**src/rtl/i2cPkg.sv**
```systemverilog
`timescale 1ns/1ps
package i2cPkg;
  localparam int OFF_OWN  = 'h00;
  localparam int OFF_DIV  = 'h04;
  localparam int OFF_CTRL = 'h08;
  localparam int OFF_STAT = 'h0C;
  localparam int OFF_DATA = 'h10;

  localparam logic [7:0] OWN_MASK  = 8'hFE;
  localparam logic [7:0] CTRL_MASK = 8'hFC;
  localparam int DIV_W = 6;

  localparam int B_EN = 7;
  localparam int B_IE = 6;
  localparam int B_MS = 5;
  localparam int B_TX = 4;
  localparam int B_RS = 2;
  localparam int S_BUSY = 5;
  localparam int S_IF = 1;

  typedef enum logic [1:0] {CMD_OPEN = 2'd0, CMD_SEND = 2'd1, CMD_RECV = 2'd2, CMD_CLOSE = 2'd3} busCmdE;
  typedef enum logic [2:0] {SEL_OWN, SEL_DIV, SEL_CTRL, SEL_STAT, SEL_DATA, SEL_NONE} regSelE;

  typedef struct packed {
    logic   wrOwn;
    logic   wrDiv;
    logic   wrCtrl;
    logic   softRst;
    logic   wrStatus;
    logic   rdHit;
    regSelE rdSel;
    logic   setNack;
    logic   clrNack;
    logic   latchAddr;
    logic   dropAddr;
    logic   raiseInt;
    logic   loadRx;
    logic   clrRestart;
  } strobeT;
endpackage

```
**src/rtl/i2cCtrl.sv**
```systemverilog
`timescale 1ns/1ps
module i2cCtrl
  import i2cPkg::*;
#(
  parameter int ADDR_W = 5
) (
  input  logic [ADDR_W-1:0] hostAddr,
  input  logic              hostWrEn,
  input  logic              hostRdEn,
  input  logic [7:0]        hostWrData,
  input  logic              enabled,
  input  logic              master,
  input  logic              transmit,
  input  logic              addrValid,
  input  logic              busOk,
  output strobeT            st,
  output logic              busCmdValid,
  output busCmdE            busCmd,
  output logic [7:0]        busCmdByte
);
  regSelE sel;

  always_comb begin
    if (hostAddr == ADDR_W'(OFF_OWN))       sel = SEL_OWN;
    else if (hostAddr == ADDR_W'(OFF_DIV))  sel = SEL_DIV;
    else if (hostAddr == ADDR_W'(OFF_CTRL)) sel = SEL_CTRL;
    else if (hostAddr == ADDR_W'(OFF_STAT)) sel = SEL_STAT;
    else if (hostAddr == ADDR_W'(OFF_DATA)) sel = SEL_DATA;
    else                                    sel = SEL_NONE;
  end

  always_comb begin
    st          = '0;
    st.rdSel    = SEL_NONE;
    busCmdValid = 1'b0;
    busCmd      = CMD_CLOSE;
    busCmdByte  = hostWrData;
    if (hostWrEn) begin
      unique case (sel)
        SEL_OWN:  st.wrOwn = 1'b1;
        SEL_DIV:  st.wrDiv = 1'b1;
        SEL_STAT: st.wrStatus = 1'b1;
        SEL_CTRL: begin
          if (enabled && !hostWrData[B_EN]) begin
            st.softRst  = 1'b1;
            busCmdValid = addrValid;
          end else begin
            st.wrCtrl = 1'b1;
            if (!hostWrData[B_MS]) begin
              busCmdValid = addrValid;
              st.dropAddr = 1'b1;
            end else if (hostWrData[B_RS] && addrValid) begin
              busCmdValid   = 1'b1;
              st.dropAddr   = 1'b1;
              st.clrRestart = 1'b1;
            end
          end
        end
        SEL_DATA: begin
          if (enabled && master) begin
            busCmdValid = 1'b1;
            busCmd      = addrValid ? CMD_SEND : CMD_OPEN;
            if (busOk) begin
              st.clrNack   = 1'b1;
              st.raiseInt  = 1'b1;
              st.latchAddr = !addrValid;
            end else begin
              st.setNack  = 1'b1;
              st.dropAddr = addrValid;
            end
          end
        end
        default: ;
      endcase
    end else if (hostRdEn) begin
      st.rdHit = 1'b1;
      st.rdSel = sel;
      if (sel == SEL_DATA && master) begin
        st.loadRx = 1'b1;
        if (addrValid && !transmit) begin
          busCmdValid = 1'b1;
          busCmd      = CMD_RECV;
          st.raiseInt = busOk;
        end
      end
    end
  end
endmodule

```
**src/rtl/i2cDatapath.sv**
```systemverilog
`timescale 1ns/1ps
module i2cDatapath
  import i2cPkg::*;
(
  input  logic       clk,
  input  logic       rstN,
  input  strobeT     st,
  input  logic [7:0] hostWrData,
  input  logic       busCmdValid,
  input  busCmdE     busCmd,
  input  logic       busOk,
  input  logic [7:0] busRxByte,
  output logic [7:0] ctrlReg,
  output logic       addrValid,
  output logic [7:0] hostRdData,
  output logic       irq
);
  logic [7:0]       ownAddr;
  logic [DIV_W-1:0] divReg;
  logic             busy, intFlag, rxNack;
  logic [7:0]       dataRead, fetched, statusByte, rdNext;

  assign fetched    = (busCmdValid && busCmd == CMD_RECV && busOk) ? busRxByte : 8'hFF;
  assign statusByte = {2'b00, busy, 3'b000, intFlag, rxNack};
  assign irq        = intFlag;

  always_comb begin
    unique case (st.rdSel)
      SEL_OWN:  rdNext = ownAddr;
      SEL_DIV:  rdNext = 8'(divReg);
      SEL_CTRL: rdNext = ctrlReg;
      SEL_STAT: rdNext = statusByte;
      SEL_DATA: rdNext = st.loadRx ? fetched : dataRead;
      default:  rdNext = 8'h00;
    endcase
  end

  always_ff @(posedge clk or negedge rstN) begin
    if (!rstN) begin
      ownAddr <= '0; divReg <= '0; ctrlReg <= '0;
      busy <= 1'b0; intFlag <= 1'b0; rxNack <= 1'b0;
      addrValid <= 1'b0; dataRead <= '0; hostRdData <= '0;
    end else begin
      if (st.rdHit) hostRdData <= rdNext;
      if (st.softRst) begin
        divReg <= '0; ctrlReg <= '0; busy <= 1'b0; intFlag <= 1'b0;
        rxNack <= 1'b0; addrValid <= 1'b0; dataRead <= '0;
      end else begin
        if (st.wrOwn) ownAddr <= hostWrData & OWN_MASK;
        if (st.wrDiv) divReg <= hostWrData[DIV_W-1:0];
        if (st.wrCtrl) begin
          ctrlReg <= (hostWrData & CTRL_MASK) & ~(8'(st.clrRestart) << B_RS);
          busy    <= hostWrData[B_MS];
        end
        if (st.wrStatus && !hostWrData[S_IF]) intFlag <= 1'b0;
        if (st.setNack) rxNack <= 1'b1;
        if (st.clrNack) rxNack <= 1'b0;
        if (st.latchAddr) addrValid <= 1'b1;
        if (st.dropAddr) addrValid <= 1'b0;
        if (st.raiseInt && ctrlReg[B_EN] && ctrlReg[B_IE]) intFlag <= 1'b1;
        if (st.loadRx) dataRead <= fetched;
      end
    end
  end

  assert_open_only_closed_R5: assert property (@(posedge clk) disable iff (!rstN)
    (busCmdValid && busCmd == CMD_OPEN) |-> !addrValid);
  assert_cmd_needs_enable_R8: assert property (@(posedge clk) disable iff (!rstN)
    busCmdValid |-> ctrlReg[B_EN]);
  assert_irq_gated_R10: assert property (@(posedge clk) disable iff (!rstN)
    $rose(irq) |-> $past(ctrlReg[B_EN] && ctrlReg[B_IE]));
  assert_own_kept_R2: assert property (@(posedge clk) disable iff (!rstN)
    st.softRst |=> $stable(ownAddr));
  assert_open_refused_R6: assert property (@(posedge clk) disable iff (!rstN)
    (busCmdValid && busCmd == CMD_OPEN && !busOk) |=> (rxNack && !addrValid));
  assert_flag_clear_R11: assert property (@(posedge clk) disable iff (!rstN)
    (st.wrStatus && !hostWrData[S_IF]) |=> !irq);
endmodule

```
**src/rtl/i2cByteMaster.sv**
```systemverilog
`timescale 1ns/1ps
module i2cByteMaster
  import i2cPkg::*;
#(
  parameter int ADDR_W = 5
) (
  input  logic              clk,
  input  logic              rstN,
  input  logic [ADDR_W-1:0] hostAddr,
  input  logic              hostWrEn,
  input  logic              hostRdEn,
  input  logic [7:0]        hostWrData,
  output logic [7:0]        hostRdData,
  output logic              irq,
  output logic              busCmdValid,
  output logic [1:0]        busCmd,
  output logic [7:0]        busCmdByte,
  input  logic              busOk,
  input  logic [7:0]        busRxByte
);
  strobeT     st;
  busCmdE     cmdCode;
  logic [7:0] ctrlReg;
  logic       addrValid;

  i2cCtrl #(.ADDR_W(ADDR_W)) u_ctrl (
    .hostAddr(hostAddr), .hostWrEn(hostWrEn), .hostRdEn(hostRdEn), .hostWrData(hostWrData),
    .enabled(ctrlReg[B_EN]), .master(ctrlReg[B_MS]), .transmit(ctrlReg[B_TX]),
    .addrValid(addrValid), .busOk(busOk), .st(st),
    .busCmdValid(busCmdValid), .busCmd(cmdCode), .busCmdByte(busCmdByte)
  );

  i2cDatapath u_dp (
    .clk(clk), .rstN(rstN), .st(st), .hostWrData(hostWrData),
    .busCmdValid(busCmdValid), .busCmd(cmdCode), .busOk(busOk), .busRxByte(busRxByte),
    .ctrlReg(ctrlReg), .addrValid(addrValid), .hostRdData(hostRdData), .irq(irq)
  );

  assign busCmd = cmdCode;
endmodule

```
**config.mk**
```make
export PLATFORM = sky130hd
export DESIGN_NAME = i2cByteMaster
export DESIGN_NICKNAME = d
export VERILOG_FILES = /design/src/rtl/i2cPkg.sv /design/src/rtl/i2cCtrl.sv /design/src/rtl/i2cDatapath.sv /design/src/rtl/i2cByteMaster.sv
export SDC_FILE = /design/constraint.sdc
export NUM_CORES = 1
export LEC_CHECK = 0
export ABC_AREA = 1
export ABC_CLOCK_PERIOD_IN_PS = 5400
export BUFFER_PORTS_ARGS = -buffer_cell sky130_fd_sc_hd__buf_2
export CAP_MARGIN = 30
export CORE_UTILIZATION = 32
export CTS_CLUSTER_SIZE = 25
export DETAILED_ROUTE_END_ITERATION = 10
export RECOVER_POWER = 50
export SLEW_MARGIN = 20
export SYNTH_ARGS = -nofsm -noshare
export SYNTH_HDL_FRONTEND = slang
export SYNTH_HIERARCHICAL = 1
export SYNTH_SLANG_ARGS = --single-unit
```
**constraint.sdc**
```tcl
create_clock -name clk -period 5.4 [get_ports clk]
set_clock_uncertainty 0.15 [all_clocks]
set_input_delay 0.54 -clock clk [delete_from_list [all_inputs] [get_ports clk]]
set_output_delay 0.54 -clock clk [all_outputs]
set_load 0.05 [all_outputs]
```
==> results of run 1 <==
stage by stage:
step | util | power, mW | setup slack [ns] | std cells
after global placement | 0.369 | 0.448 | 2.34 | 436
final | 0.385 | 0.681 | 2.54 | 447
after floorplan | - | 0.415 | 2.81 | 307
after CTS | 0.385 | 0.686 | 2.59 | 444
after detailed placement | 0.369 | 0.450 | 2.28 | 436
after global routing | 0.385 | 0.718 | 2.20 | 447
state kept, by name, summed over array words and instances, names as in the netlist:
name / count
u_dp/ownAddr: 7
u_dp/ctrlReg: 6
u_dp/irq: 1
u_dp/hostRdData: 8
u_dp/addrValid: 1
u_dp/divReg: 6
u_dp/dataRead: 8
u_dp/rxNack: 1
worst min-delay path by stage:
stage	slack (ns)	cells past startpoint	start	endpoint
after floorplan	0.09	0	rstN	u_dp/addrValid$_DFFE_PN0P_
after global placement	0.31	2	u_dp/hostRdData[6]$_DFFE_PN0P_	u_dp/hostRdData[6]$_DFFE_PN0P_
after detailed placement	0.31	2	u_dp/hostRdData[4]$_DFFE_PN0P_	u_dp/hostRdData[4]$_DFFE_PN0P_
after CTS	0.22	1	rstN	u_dp/hostRdData[2]$_DFFE_PN0P_
after global routing	0.34	2	hostWrData[3]	u_dp/ownAddr[3]$_DFFE_PN0P_
final	0.33	2	u_dp/hostRdData[4]$_DFFE_PN0P_	u_dp/hostRdData[4]$_DFFE_PN0P_
report_power, final:
group          leakage, nW  internal (mW)  total, mW  switching, mW
logic                0.824         0.0339      0.105         0.0707
registers            0.506          0.319      0.340         0.0207
clock network       0.0579          0.136      0.237          0.101
total                 1.39          0.489      0.681          0.192
worst register-to-register path: stages (launching register included):
cell                      delay, ns
sky130_fd_sc_hd__dfrtp_1       0.44
sky130_fd_sc_hd__inv_1         0.08
sky130_fd_sc_hd__nor2_1        0.14
sky130_fd_sc_hd__nand3_1       0.11
sky130_fd_sc_hd__nand2_1       0.11
sky130_fd_sc_hd__inv_1         0.05
sky130_fd_sc_hd__nor2_1        0.35
sky130_fd_sc_hd__nand3_1       0.17
sky130_fd_sc_hd__nand3_1       0.12
sky130_fd_sc_hd__nand2_1       0.07
sky130_fd_sc_hd__nand2_1       0.07
sky130_fd_sc_hd__nand2_1       0.06
final cells by class:
type | count | area [um^2]
fill | 721 | 4180
tap | 96 | 120
timing repair buffer | 50 | 243
clock buffer | 5 | 68.8
clock inverter | 3 | 40.0
inverter | 42 | 158
multi-input combinational | 213 | 1030
sequential | 38 | 951
metal layers:
layer	routed length, um	share of wire
met5	0	0
met4	78	0.014
met3	323	0.057
met2	2490	0.44
met1	2720	0.48
timing repair:
action / in CTS / in global routing
hold buffers: 0 / 1
hold endpoints to repair: 0 / 11
resized for setup: 0 / 0
==> insert_results.sql, run 1 <==
INSERT INTO impl_metrics (metric_group, metric, value, unit) VALUES
('outcome', 'run_status', 'finished with violations', ''),
('outcome', 'violations', 'max-capacitance violations, max-slew violations', ''),
('global_route', 'use_met2', '0.246', ''),
('timing', 'fmaxAchievable', '349', 'MHz'),
('timing', 'rsz0062_at_grt', 'false', ''),
('global_route', 'maximum_number_of_pins_on_one_net_before_global_route_repair', '39', ''),
('clock_tree', 'cts.reportedPaths.clkPinSlew', '0.07', 'ns'),
('synth', 'postSynthAreaPerCell', '7.30', 'um^2'),
('finish', 'final_nets', '376', ''),
('place', 'place.detailed.hpwl', '4.29', 'mm'),
('setup_path', 'cpMaxStageDelayCell', 'sky130_fd_sc_hd__nor2_1', ''),
('route', 'total_via_count_after_detailed_routing', '2079', ''),
('clock_tree', 'insertion_delay', '0.29', 'ns'),
('place', 'placed_cell_area', '0.00250', 'mm^2'),
('floorplanning', 'die_area', '0.00734', 'mm^2'),
('place', 'io_buffer_count', '45', ''),
('timing', 'final-setup-viol-count', '0', ''),
('floorplanning', 'rows', '30', ''),
('setup_path', 'crit_type', 'input pin to flip-flop', ''),
('finish', 'num_antenna_cells', '0', ''),
('setup_path', 'worstSetupEndpointType', 'flip-flop', ''),
('setup_path', 'critical_path_cell_list', 'buf_2 -> nor2_1 -> nand3_1 -> nor2_1 -> nand3_1 -> o21ai_1 -> clkinv_1 -> nand2_1 -> nand2_1 -> nand2_1', ''),
('timing', 'final.setup.tns', '0', 'ns'),
('timing', 'worst_hold_slack', '0.330', 'ns'),
('clock_tree', 'tritoncts_num_sinks', '38', ''),
('setup_path', 'timing.critical_path.from_type', 'input pin', ''),
('synth', 'yosysWarningCount', '6', ''),
('power_and_ir_drop', 'leakagePower', '1.39', 'nW'),
('finish', 'final_cell_mix', 'sky130_fd_sc_hd__nand2_1 (77), sky130_fd_sc_hd__nor2_1 (45), sky130_fd_sc_hd__dfrtp_1 (38)', ''),
('floorplanning', 'horizontal_die_dimension', '85.7', 'um'),
('timing', 'worst_slew_pin_slew', '1.53', 'ns'),
('flow_run', 'max_cap_viol_count', '1', ''),
('place', 'place.gp.congestion', '0.966', ''),
('route', 'drc', '0', ''),
('finish', 'synthToLayoutAreaGrowth', '16.7', '%'),
('route', 'postRouteWirelength', '5.62', 'mm'),
('global_route', 'met3_grt_util', '0.0366', ''),
('setup_path', 'cp_data_required_time', '5.48', 'ns'),
('setup_path', 'cp.arrival', '2.94', 'ns'),
('clock_tree', 'clock_tree.htree_level_count', '2', ''),
('timing', 'final_period_minus_worst_setup_slack', '2.86', 'ns'),
('power_and_ir_drop', 'powerDensity', '261', 'mW/mm^2'),
('global_route', 'number_of_global_route_vias_before_repair', '1975', ''),
('route', 'final_antenna_net_count', '0', ''),
('timing', 'slew-limit-headroom', '-0.0168', ''),
('clock_tree', 'cts_setup_buffers', '0', ''),
('timing', 'timing.final.crit_share', '0.530', ''),
('synth', 'mappedNetlistArea', '0.00224', 'mm^2'),
('timing', 'hold_fails_final_rpt', '0', ''),
('worst_hold_path', 'type_of_the_most_critical_hold_path', 'flip-flop to flip-flop', ''),
('setup_path', 'crit_family', 'simple AND/OR/NAND/NOR gates', ''),
('timing', 'timing_max_transition_violations_final', '28', ''),
('clock_tree', 'max-clock-path-buffers', '2', ''),
('global_route', 'grt.overflow.total', '0', ''),
('floorplanning', 'initial_core_util', '0.330', ''),
('floorplanning', 'fp.coreArea', '0.00679', 'mm^2'),
('route', 'avgViaCountPerCell', '4.65', ''),
('setup_path', 'critical_register_to_register_path_endpoint', 'u_dp/hostRdData[6]$_DFFE_PN0P_', ''),
('setup_path', 'crit_path_max_incr_delay', '0.72', 'ns'),
('global_route', 'globalRouteTotalUtil', '0.165', ''),
('finish', 'final_layout_size_suffix_gt1_frac', '0.185', ''),
('clock_tree', 'cts_buffers', '5', ''),
('setup_path', 'ff2ff_path_depth', '11', ''),
('finish', 'leading_cell_type_in_the_layout_fill_and_taps_excluded', 'sky130_fd_sc_hd__nand2_1', ''),
('floorplanning', 'design.portCount', '46', ''),
('global_route', 'globalRoute.busiestLayer', 'met2', ''),
('power_and_ir_drop', 'worst_ir_drop_vdd', '87.1', 'uV'),
('clock_tree', 'clock_tree_root_driver_cell', 'sky130_fd_sc_hd__clkbuf_8', ''),
('route', 'routedWlPerCell', '12.6', 'um'),
('global_route', 'wire_length_of_the_first_global_routing_pass', '9.38', 'mm'),
('floorplanning', 'die_h', '85.7', 'um');
(Power assumes the default switching activity.)
==> run 2, diff against run 1 <==
- ABC_CLOCK_PERIOD_IN_PS: 5400 -> 2700
- clock period: 5.4 -> 2.7 ns (I/O delays scaled with it)
==> run 2 against run 1 <==
The run now ends clean. Die area stayed put. Largest cell class unchanged. Cell count is 0.67% higher. Sequential power is 99% higher. Utilization is 1.1 points higher. Clock-buffer cell count stayed put. Critical path depth is 1 higher. Global-route usage is 0.43 points higher. Worst setup slack worse by 1.8 ns.
==> insert_results.sql, run 2 (same netlist as run 1, synthesis figures left out) <==
INSERT INTO impl_metrics (metric_group, metric, value, unit) VALUES
('floorplanning', 'fp.coreArea', '0.00679', 'mm^2'),
('route', 'detailroute.wirelength.met3', '324', 'um'),
('global_route', 'maximum_number_of_pins_on_one_net_before_global_route_repair', '39', ''),
('timing', 'final-setup-viol-count', '0', ''),
('outcome', 'run_status', 'complete, no violations', ''),
('timing', 'hold_fails_final_rpt', '0', ''),
('clock_tree', 'clock_tree_root_driver_cell', 'sky130_fd_sc_hd__clkbuf_8', ''),
('global_route', 'grt.overflow.total', '0', ''),
('global_route', 'globalRouteTotalUtil', '0.170', ''),
('clock_tree', 'cts_buffers', '5', ''),
('floorplanning', 'rows', '30', ''),
('route', 'route.met2.wl', '2.50', 'mm'),
('finish', 'final_layout_size_suffix_gt1_frac', '0.195', ''),
('flow_run', 'max_cap_viol_count', '0', ''),
('clock_tree', 'ctsHoldBuffers', '1', ''),
('global_route', 'wire_length_of_the_first_global_routing_pass', '9.72', 'mm'),
('route', 'avgViaCountPerCell', '4.66', ''),
('floorplanning', 'horizontal_die_dimension', '85.7', 'um'),
('power_and_ir_drop', 'pwr-share-comb', '0.143', ''),
('clock_tree', 'cts.reportedPaths.clkPinSlew', '0.08', 'ns'),
('power_and_ir_drop', 'powerDensity', '547', 'mW/mm^2'),
('power_and_ir_drop', 'switchingPower', '0.389', 'mW'),
('finish', 'synthToLayoutAreaGrowth', '19.9', '%'),
('place', 'place.gp.congestion', '0.913', ''),
('timing', 'final_period_minus_worst_setup_slack', '2.01', 'ns'),
('clock_tree', 'cts_setup_buffers', '0', ''),
('floorplanning', 'die_h', '85.7', 'um'),
('power_and_ir_drop', 'pwr-share-clk', '0.396', ''),
('route', 'metal_1_wl', '2.69', 'mm'),
('route', 'detailedRoute.firstIterationViolations', '200', ''),
('power_and_ir_drop', 'worst_ir_drop_vdd', '201', 'uV'),
('route', 'total_via_count_after_detailed_routing', '2095', ''),
('finish', 'final_cell_mix', 'sky130_fd_sc_hd__nand2_1 (77), sky130_fd_sc_hd__nor2_1 (45), sky130_fd_sc_hd__dfrtp_1 (38)', ''),
('timing', 'worst_hold_slack', '0.0809', 'ns'),
('floorplanning', 'die_area', '0.00734', 'mm^2'),
('power_and_ir_drop', 'leakagePower', '1.43', 'nW'),
('timing', 'rsz0062_at_grt', 'false', ''),
('timing', 'slew-limit-headroom', '0.589', ''),
('timing', 'fmaxAchievable', '498', 'MHz'),
('timing', 'timing_max_transition_violations_final', '0', ''),
('place', 'place.detailed.hpwl', '4.24', 'mm'),
('setup_path', 'crit_type', 'flip-flop to flip-flop', ''),
('setup_path', 'cp_data_required_time', '2.74', 'ns'),
('clock_tree', 'cts_resized', '0', ''),
('route', 'top_layer', 'met4', ''),
('setup_path', 'timing.critical_path.from_type', 'flip-flop', ''),
('timing', 'worst_slew_pin_slew', '0.619', 'ns'),
('place', 'io_buffer_count', '45', ''),
('setup_path', 'worstSetupEndpointType', 'flip-flop', ''),
('power_and_ir_drop', 'p_sw_frac', '0.265', ''),
('setup_path', 'critical_path_cell_list', 'inv_1 -> nor2_1 -> nand3_1 -> nand2_1 -> inv_1 -> nor2_1 -> nand3_1 -> nand3_1 -> nand2_1 -> nand2_1 -> nand2_1', ''),
('floorplanning', 'design.portCount', '46', ''),
('clock_tree', 'tritoncts_num_sinks', '38', ''),
('route', 'final_antenna_net_count', '0', ''),
('global_route', 'grt_antenna_before_repair', '0', ''),
('clock_tree', 'max-clock-path-buffers', '2', ''),
('route', 'postRouteWirelength', '5.58', 'mm'),
('clock_tree', 'clock_tree_from_tritoncts', 'done', ''),
('setup_path', 'cpMostUsedCell', 'sky130_fd_sc_hd__nand2_1', ''),
('setup_path', 'cpMaxStageDelayCell', 'sky130_fd_sc_hd__dfrtp_1', ''),
('setup_path', 'timing.critical_path.fanout_max', '8', ''),
('route', 'drt_first_pass_iters', '4', ''),
('worst_hold_path', 'type_of_the_most_critical_hold_path', 'input pin to flip-flop', ''),
('finish', 'leading_cell_type_in_the_layout_fill_and_taps_excluded', 'sky130_fd_sc_hd__nand2_1', ''),
('clock_tree', 'clock_tree.htree_level_count', '2', ''),
('power_and_ir_drop', 'seqPwrFrac', '0.461', ''),
('finish', 'biggestRegsByFlops', 'u_dp/dataRead: 8 flops, u_dp/hostRdData: 8 flops, u_dp/ownAddr: 7 flops', ''),
('setup_path', 'crit_path_max_incr_delay', '0.42', 'ns'),
('finish', 'num_antenna_cells', '0', ''),
('timing', 'final.setup.tns', '0', 'ns'),
('setup_path', 'cp.arrival', '2.05', 'ns'),
('route', 'routedWlPerCell', '12.4', 'um'),
('power_and_ir_drop', 'cell_internal_pwr', '1.08', 'mW'),
('route', 'drc', '0', ''),
('clock_tree', 'insertion_delay', '0.29', 'ns'),
('global_route', 'number_of_global_route_vias_before_repair', '1976', ''),
('timing', 'timing.final.crit_share', '0.744', ''),
('floorplanning', 'initial_core_util', '0.330', ''),
('finish', 'final_nets', '379', '');
-- run 2: cell types whose count changed in the layout (fill, tap and decap cells not counted), sizes merged --
cell,change
bufinv,+1
clkinv,-1
clkbuf,-1
buf,+4
-- run 2: area by class of cell --
cell class | instances | area [um^2]
sequential | 38 | 951
multi-input combinational | 213 | 1030
tap | 96 | 120
clock inverter | 3 | 68.8
timing repair buffer | 53 | 287
fill | 737 | 4110
inverter | 42 | 158
clock buffer | 5 | 68.8
-- run 2: final timing paths --
check | from | to | slack (ns) | cells past startpoint
setup / recovery | u_dp/ctrlReg[5]$_DFFE_PN0P_ | u_dp/hostRdData[0]$_DFFE_PN0P_ | 0.69 | 11
hold / removal | hostWrData[3] | u_dp/ownAddr[3]$_DFFE_PN0P_ | 0.08 | 2
setup reg to reg | u_dp/ctrlReg[5]$_DFFE_PN0P_ | u_dp/hostRdData[0]$_DFFE_PN0P_ | 0.69 | 11
hold reg to reg | u_dp/hostRdData[3]$_DFFE_PN0P_ | u_dp/hostRdData[3]$_DFFE_PN0P_ | 0.33 | 2
max in group asynchronous | rstN | u_dp/divReg[5]$_DFFE_PN0P_ | 1.65 | 3
min in group asynchronous | rstN | u_dp/hostRdData[2]$_DFFE_PN0P_ | 0.25 | 2
-- run 2: stage by stage --
step / area [um^2] / cells / total power, mW / setup slack (ns) / util
floorplan: 2240 / 307 / 0.830 / 0.377 / -
global placement: 2530 / 440 / 0.896 / 0.497 / 0.373
detailed placement: 2530 / 440 / 0.899 / 0.492 / 0.373
CTS: 2680 / 449 / 1.49 / 0.722 / 0.395
global route: 2690 / 450 / 1.55 / 0.476 / 0.396
finish: 2690 / 450 / 1.47 / 0.691 / 0.396
-- run 2: power by group through the flow --
| stage | Clock [mW] | Sequential (mW) | Combinational (mW) |
|---|---|---|---|
| floorplan | 0 | 0.683 | 0.146 |
| detailed placement | 0 | 0.689 | 0.209 |
| finish | 0.582 | 0.678 | 0.210 |
| CTS | 0.602 | 0.679 | 0.211 |
| global route | 0.625 | 0.688 | 0.241 |
| global placement | 0 | 0.689 | 0.207 |
-- run 2: metal layers --
metal  vias to the layer above  track usage
li1                       1066            -
met1                       961        0.246
met2                        64        0.258
met3                         4       0.0308
met4                         0       0.0500
met5                         -            0
-- run 2: worst max-delay path, delay by kind of cell, from the launching register on --
family | cells | cell delay, ns
AND/OR/NAND/NOR | 9 | 1.20
buffers and inverters | 2 | 0.13
flip-flops | 1 | 0.42
